<file path="config.mk">
export PLATFORM = sky130hd
export DESIGN_NAME = cpi_unit
export DESIGN_NICKNAME = d
export VERILOG_FILES = /design/src/rtl/cpi_pkg.sv /design/src/rtl/cpi_timer.sv /design/src/rtl/cpi_pending.sv /design/src/rtl/cpi_gate.sv /design/src/rtl/cpi_unit.sv
export SDC_FILE = /design/constraint.sdc
export NUM_CORES = 1
export LEC_CHECK = 0
export ABC_AREA = 1
export BUFFER_PORTS_ARGS = -buffer_cell sky130_fd_sc_hd__buf_2
export CAP_MARGIN = 40
export CORE_MARGIN = 4
export CORE_UTILIZATION = 60
export CTS_CLUSTER_DIAMETER = 120
export DETAILED_ROUTE_END_ITERATION = 12
export PLACE_DENSITY = 0.83
export SYNTH_ARGS = -nofsm -noshare
export SYNTH_HDL_FRONTEND = slang
export SYNTH_HIERARCHICAL = 1
export SYNTH_SLANG_ARGS = --single-unit
</file>
<file path="constraint.sdc">
create_clock -name clk -period 4.9 [get_ports clk]
set_clock_uncertainty 0.15 [all_clocks]
set_input_delay 0.245 -clock clk [delete_from_list [all_inputs] [get_ports clk]]
set_output_delay 0.245 -clock clk [all_outputs]
set_load 0.02 [all_outputs]
</file>
<file path="src/rtl/cpi_pkg.sv">
// Package: shared encodings for the coprocessor interrupt unit.
// Assumes: status flag positions are fixed because software decodes them.
package cpi_pkg;

    // Write targets of the register port
    typedef enum logic [1:0] {
        WSEL_STATUS = 2'd0,
        WSEL_TCTL   = 2'd1,
        WSEL_CMP    = 2'd2,
        WSEL_CNT    = 2'd3
    } wsel_e;

    // Read targets of the read-back port
    typedef enum logic [2:0] {
        RSEL_STATUS = 3'd0,
        RSEL_TCTL   = 3'd1,
        RSEL_CMP    = 3'd2,
        RSEL_CNT    = 3'd3,
        RSEL_PEND   = 3'd4
    } rsel_e;

    // Status register bit positions
    localparam int ST_ENABLE = 0;
    localparam int ST_EXCL   = 1;
    localparam int ST_ERRL   = 2;
    localparam int ST_MASK_LO = 8;

endpackage

</file>
<file path="src/rtl/cpi_timer.sv">
// Module: cpi_timer
// Holds the free-running count and the compare register, and flags a
// match when both are equal and count is nonzero.
// Assumes: a count write beats the increment in the same cycle.
module cpi_timer #(
    parameter int CNT_W = 32
) (
    input  logic             clk,
    input  logic             rst_n,
    input  logic             cnt_en,
    input  logic             cnt_we,
    input  logic             cmp_we,
    input  logic [CNT_W-1:0] wdata,
    output logic [CNT_W-1:0] cnt_q,
    output logic [CNT_W-1:0] cmp_q,
    output logic             match
);

    // Count register: load on write, else increment when enabled
    always_ff @(posedge clk) begin
        if (!rst_n)
            cnt_q <= '0;
        else if (cnt_we)
            cnt_q <= wdata;
        else if (cnt_en)
            cnt_q <= cnt_q + CNT_W'(1);
    end

    // Compare register: load on write
    always_ff @(posedge clk) begin
        if (!rst_n)
            cmp_q <= '0;
        else if (cmp_we)
            cmp_q <= wdata;
    end

    // Match detection, suppressed while count is zero
    always_comb begin
        match = (cnt_q == cmp_q) && (cnt_q != '0);
    end

endmodule

</file>
<file path="src/rtl/cpi_pending.sv">
// Module: cpi_pending
// Keeps the pending bits. Each bit is set by a post or a timer match and
// cleared by a level clear, clear-all or a compare write. A set wins.
// Assumes: requests are single-cycle pulses; out-of-range levels are refused.
module cpi_pending #(
    parameter int NUM_LVL = 8,
    parameter int LVL_W   = 4,
    localparam int IDX_W  = $clog2(NUM_LVL)
) (
    input  logic               clk,
    input  logic               rst_n,
    input  logic               post_valid,
    input  logic [LVL_W-1:0]   post_level,
    input  logic               clr_valid,
    input  logic [LVL_W-1:0]   clr_level,
    input  logic               clr_all,
    input  logic               tmr_set,
    input  logic               tmr_clr,
    input  logic [IDX_W-1:0]   tmr_idx,
    output logic [NUM_LVL-1:0] pend_q,
    output logic [NUM_LVL-1:0] pend_next,
    output logic               lvl_err_q
);

    logic post_ok;
    logic clr_ok;

    // Range checks on requested levels
    always_comb begin
        post_ok = 32'(post_level) < NUM_LVL;
        clr_ok  = 32'(clr_level) < NUM_LVL;
    end

    // Per-bit next-state: sets override clears
    for (genvar i = 0; i < NUM_LVL; i++) begin : g_bit
        logic set_hit;
        logic clr_hit;
        always_comb begin
            set_hit = (post_valid && post_ok && (post_level[IDX_W-1:0] == IDX_W'(i)))
                   || (tmr_set && (tmr_idx == IDX_W'(i)));
            clr_hit = clr_all
                   || (clr_valid && clr_ok && (clr_level[IDX_W-1:0] == IDX_W'(i)))
                   || (tmr_clr && (tmr_idx == IDX_W'(i)));
            pend_next[i] = set_hit || (pend_q[i] && !clr_hit);
        end
    end

    // Pending register update
    always_ff @(posedge clk) begin
        if (!rst_n)
            pend_q <= '0;
        else
            pend_q <= pend_next;
    end

    // Error flag for any refused request in the previous cycle
    always_ff @(posedge clk) begin
        if (!rst_n)
            lvl_err_q <= 1'b0;
        else
            lvl_err_q <= (post_valid && !post_ok) || (clr_valid && !clr_ok);
    end

endmodule

</file>
<file path="src/rtl/cpi_gate.sv">
// Module: cpi_gate
// Registers the interrupt-take request from the next-state status and
// pending values, so it tracks those registers in the same cycle.
// Assumes: mask bit k lines up with pending bit k.
module cpi_gate #(
    parameter int NUM_LVL = 8
) (
    input  logic               clk,
    input  logic               rst_n,
    input  logic               enable_n,
    input  logic               excl_n,
    input  logic               errl_n,
    input  logic [NUM_LVL-1:0] mask_n,
    input  logic [NUM_LVL-1:0] pend_n,
    output logic               take_q
);

    logic allow;

    // Global enable with both exception-state flags clear
    always_comb begin
        allow = enable_n && !excl_n && !errl_n;
    end

    // Take register: allowed and at least one unmasked pending bit
    always_ff @(posedge clk) begin
        if (!rst_n)
            take_q <= 1'b0;
        else
            take_q <= allow && (|(mask_n & pend_n));
    end

endmodule

</file>
<file path="src/rtl/cpi_unit.sv">
// Module: cpi_unit (top)
// Coprocessor interrupt pending and gating unit: status and timer-control
// registers, timer, pending bits, take gating and read-back.
// Assumes: one register write per cycle; reads are combinational.
module cpi_unit
    import cpi_pkg::*;
#(
    parameter int NUM_LVL = 8,
    parameter int LVL_W   = 4,
    parameter int CNT_W   = 32,
    localparam int IDX_W  = $clog2(NUM_LVL),
    localparam int STAT_W = ST_MASK_LO + NUM_LVL
) (
    input  logic               clk,
    input  logic               rst_n,
    input  logic               post_valid,
    input  logic [LVL_W-1:0]   post_level,
    input  logic               clr_valid,
    input  logic [LVL_W-1:0]   clr_level,
    input  logic               clr_all,
    input  logic               cnt_en,
    input  logic               reg_we,
    input  logic [1:0]         reg_sel,
    input  logic [CNT_W-1:0]   reg_wdata,
    input  logic [2:0]         rd_sel,
    output logic [CNT_W-1:0]   rd_data,
    output logic [NUM_LVL-1:0] pend_bits,
    output logic               irq_take,
    output logic               irq_pending,
    output logic               level_err
);

    logic [STAT_W-1:0]  status_q;
    logic [STAT_W-1:0]  status_next;
    logic [IDX_W-1:0]   tctl_q;
    logic               st_we;
    logic               tc_we;
    logic               cmp_we;
    logic               cnt_we;
    logic [CNT_W-1:0]   cnt_q;
    logic [CNT_W-1:0]   cmp_q;
    logic               tmr_match;
    logic [NUM_LVL-1:0] pend_q;
    logic [NUM_LVL-1:0] pend_next;

    // Write decode for the register port
    always_comb begin
        st_we  = reg_we && (wsel_e'(reg_sel) == WSEL_STATUS);
        tc_we  = reg_we && (wsel_e'(reg_sel) == WSEL_TCTL);
        cmp_we = reg_we && (wsel_e'(reg_sel) == WSEL_CMP);
        cnt_we = reg_we && (wsel_e'(reg_sel) == WSEL_CNT);
    end

    // Next status value, used both by the register and the gate
    always_comb begin
        status_next = st_we ? reg_wdata[STAT_W-1:0] : status_q;
    end

    // Status register
    always_ff @(posedge clk) begin
        if (!rst_n)
            status_q <= '0;
        else
            status_q <= status_next;
    end

    // Timer-control register (index of the timer pending bit)
    always_ff @(posedge clk) begin
        if (!rst_n)
            tctl_q <= '0;
        else if (tc_we)
            tctl_q <= reg_wdata[IDX_W-1:0];
    end

    cpi_timer #(
        .CNT_W (CNT_W)
    ) u_timer (
        .clk    (clk),
        .rst_n  (rst_n),
        .cnt_en (cnt_en),
        .cnt_we (cnt_we),
        .cmp_we (cmp_we),
        .wdata  (reg_wdata),
        .cnt_q  (cnt_q),
        .cmp_q  (cmp_q),
        .match  (tmr_match)
    );

    cpi_pending #(
        .NUM_LVL (NUM_LVL),
        .LVL_W   (LVL_W)
    ) u_pending (
        .clk        (clk),
        .rst_n      (rst_n),
        .post_valid (post_valid),
        .post_level (post_level),
        .clr_valid  (clr_valid),
        .clr_level  (clr_level),
        .clr_all    (clr_all),
        .tmr_set    (tmr_match),
        .tmr_clr    (cmp_we),
        .tmr_idx    (tctl_q),
        .pend_q     (pend_q),
        .pend_next  (pend_next),
        .lvl_err_q  (level_err)
    );

    cpi_gate #(
        .NUM_LVL (NUM_LVL)
    ) u_gate (
        .clk      (clk),
        .rst_n    (rst_n),
        .enable_n (status_next[ST_ENABLE]),
        .excl_n   (status_next[ST_EXCL]),
        .errl_n   (status_next[ST_ERRL]),
        .mask_n   (status_next[ST_MASK_LO +: NUM_LVL]),
        .pend_n   (pend_next),
        .take_q   (irq_take)
    );

    // Output drive of pending state
    always_comb begin
        pend_bits   = pend_q;
        irq_pending = |pend_q;
    end

    // Read-back multiplexer
    always_comb begin
        unique case (rsel_e'(rd_sel))
            RSEL_STATUS: rd_data = CNT_W'(status_q);
            RSEL_TCTL:   rd_data = CNT_W'(tctl_q);
            RSEL_CMP:    rd_data = cmp_q;
            RSEL_CNT:    rd_data = cnt_q;
            RSEL_PEND:   rd_data = CNT_W'(pend_q);
            default:     rd_data = '0;
        endcase
    end

endmodule

</file>
==> summary.md <==
The run finished, with violations left. The final reports fail on design-rule violations. Ranked by instance count, the synthesized netlist is headed by nand2_1, nor2_1, inv_1. Number of hold buffers added after CTS: 23. 0 antenna diodes ended up in the layout.

Counting instances, the worst hold path has a depth of 3. The core region is 10,300 µm². For the worst setup path, the data arrival time is 2.07 ns.

By startpoint and endpoint, the worst setup path is classified as in -> out. Setup repair after global routing left no endpoint under its margin. After layout, the worst path uses 50.4% of the clock period.

The logs give 0 for the remaining antenna violation count and 0.00120 W for the internal power consumption. The share of synthesized area in the top cell type comes to 29.5%. Counting flops with an async set or reset pin after synthesis yields a share of 0%.

After detailed routing, the average wire length per cell comes to 14.3 µm. The tools report the unique cell type count in the Yosys netlist as 36. By area the synthesized netlist is led by dfxtp_1, nand2_1, nor2_1. The tools report the HPWL after detailed placement as 12.9 mm. The die covers 12,200 µm².

STA puts the critical path data required time at 4.51 ns. For the via count of the first global-routing pass, the log shows 6,221. For the net switching component of the power, the log shows 0.000503 W. The I/O pin total is 95. Timing would allow up to 405 MHz. For the pin with the worst max-slew slack, the measured transition is 0.804 ns. The worst supply voltage drop on vdd was 0.133 mV; the highest cell delay on the worst timing path was 0.65 ns.

After global routing the overflow that remains totals 0. At the later pin of the worst-skew pair, clock insertion delay measures 0.36 ns. Initial antenna violation count: 0.

The pin count of the biggest net entering global routing was 51. Clock tree synthesis inserted a total of 9 buffers. Adding up every negative setup slack in the final design gives 0 ns. In the routed layout, each cell is associated on average with a via count of 5.42.

In this run the core area contains 37 standard-cell rows. The slowest stage of the critical path is the nand3_2 cell. Clock tree synthesis selected as its root buffer the cell clkbuf_8. The initial core utilization was 61.5%.

Measured on the finished design, the core utilization comes to 69.9%. For the number of standard cells after synthesis, the log shows 1,019. The first global-routing pass estimated 29.1 mm of wire. Walking the worst path, the cells encountered are buf_2 -> clkinv_1 -> nand3_2 -> o21ai_0 -> inv_1 -> nand2_1 -> buf_2. The vertical extent of the die was 111 µm.

The final routed wirelength across all metal layers came out at 17.6 mm. The most used standard cell by instance count after synthesis was nand2_1. Post-CTS repair changed the size of 0 cells.

The most used flip-flop cell after synthesis was dfxtp_1. Classification of the worst-slack hold path: in -> reg. The run gives 28.0% as the total global routing track utilization. The cell that appears most often on the critical path is buf_2.

In this design, the largest share of critical-path delay is due to buffers and inverters. The run gives 2 as the number of remaining DRC errors. The worst register-to-register path has a setup slack of 2.44 ns. Synthesis inferred 93 register bits. Summing the sequential cell areas from Yosys gives 29.5% of the chip area. Of the total power, the clock network draws 34.4%.

The H-tree generated during clock tree synthesis spans 3 levels. The routed via count is 6,702. The tools report the post-CTS repair timing setup buffer count as 0. The number of nets produced by synthesis is 1,073. The cell count along the critical path works out to 7. After the last flow step, the layout net total stands at 1,150.

Biggest fanout along the worst timing path: 24. The smallest clock period supported by the final layout is computed as 2.47 ns. The clock input transition at the sequential cells of the worst setup and hold paths was 0.09 ns. In this run the deepest clock path goes through 2 buffers. The total setup violations reported at the end of the flow is 0. The max-slew violation count is 0. The average instance area after synthesis is 6.20 µm², and the post-synthesis cell area is 6320 µm². Fill cells in the final layout number 969.

The share of total power dissipated in sequential elements is 49.1%. The number of iterations in the first detailed-routing pass was 10. For this run, the number of Yosys warnings is 6. In this run switching power makes up 29.5% of total power. The depth of the worst register-to-register path is 13, and the ratio of total power to cell area is 238 nW/µm².

Of the cells placed in the final design, the portion with a size suffix greater than 1 is 14.7%. The number of buffers and inverters on the critical path is 4. The tool flagged a number of max-cap violations equal to 0. The minimum hold slack is 0.00327 ns. Input and output buffers added on the ports amount to 94. The number of synthesized flops with an enable pin works out to 0.

TritonCTS built the clock tree. For this design the static power due to leakage is 3.16 nW. The die is 111 µm wide.

The worst setup path is captured at an output port. The area growth from synthesis to layout is 13.7%. The violation count after the first detailed-routing iteration is 504. In this run the tightest slew margin relative to its limit is 46.0%.

Per report_power, the combinational group accounts for 16.5% of the total. dfxtp_1 takes more of the synthesized area than any other cell. The clock drives 93 sinks. STA classifies the critical path startpoint as an input port. For the last weighted congestion value of the routability-driven placer, the log shows 0.970. The final count of hold timing violations was 0.
[layout make-up]
class	count	area, µm²	area share (%)
clock buffers	11	141	1.97
inverters	138	526	7.32
multi-input cells	731	3630	50.6
well taps	136	170	2.37
flip-flops and latches	93	1860	25.9
clock inverters	5	82.6	1.15
repair buffers	123	769	10.7
[power by group through the flow]
stage / Clock (W) / Combinational [W] / Sequential, W
after floorplan: 0 / 0.000197 / 0.000832
after global placement: 0 / 0.000255 / 0.000853
after detailed placement: 0 / 0.000262 / 0.000854
after CTS: 0.000595 / 0.000278 / 0.000836
after global routing: 0.000627 / 0.000313 / 0.000843
final: 0.000587 / 0.000282 / 0.000837
[worst min-delay path: cells and delay by family]
family | cells | cell delay [ns]
and+or+nand+nor | 2 | 0.13
buffers and inverters | 1 | 0.11
[per-stage QoR]
| stage | instance area [µm²] | worst slack (ns) | std cells | power, W |
|---|---|---|---|---|
| after floorplan | 6320 | 2.95 | 1019 | 0.00103 |
| after global placement | 6680 | 2.21 | 1195 | 0.00111 |
| after detailed placement | 6730 | 2.46 | 1198 | 0.00112 |
| after CTS | 7180 | 2.47 | 1237 | 0.00171 |
| after global routing | 7180 | 2.23 | 1237 | 0.00178 |
| final | 7180 | 2.43 | 1237 | 0.00171 |
[registers in the layout, summed over array words and instances, names as in the netlist]
name	flops
status_q	16
u_timer/cmp_q	32
u_gate/take_q	1
u_pending/pend_q	8
tctl_q	3
u_timer/cnt_q	32
u_pending/lvl_err_q	1
[final timing paths]
path                           from                to
hold / removal         reg_wdata[4]  u_timer/cmp_q[4]
setup / recovery          rd_sel[2]        rd_data[4]
setup reg to reg  u_timer/cnt_q[18]     u_gate/take_q
hold reg to reg         status_q[5]       status_q[5]
[layer usage]
layer / GRT usage [%] / wire, µm
met3: 5.42 / 1140
met5: 0 / 0
met1: 34.4 / 7490
met4: 9.52 / 452
met2: 48.7 / 8570
[cell families after synthesis]
family | count (synthesis) | synth area share, %
buffers and inverters | 195 | 13.2
DFF | 93 | 29.5
adders and majority gates | 2 | 0.396
AOI/OAI and AO/OA | 150 | 13.3
xor gates and xnor gates | 41 | 5.69
and+or+nand+nor | 538 | 37.9
[placed cells by master (no fill, tap or decap), drive strengths merged]
master	n
a21oi	38
a22oi	23
a31oi	3
buf	100
bufinv	2
clkbuf	11
clkinv	7
dfxtp	93
dlygate4sd3	23
ha	2
inv	134
nand2	206
nand3	85
nand3b	1
nand4	27
nor2	210
nor3	7
o21ai	86
or2	2
xnor2	29
xor2	12
Power figures use the tool's default switching activity.
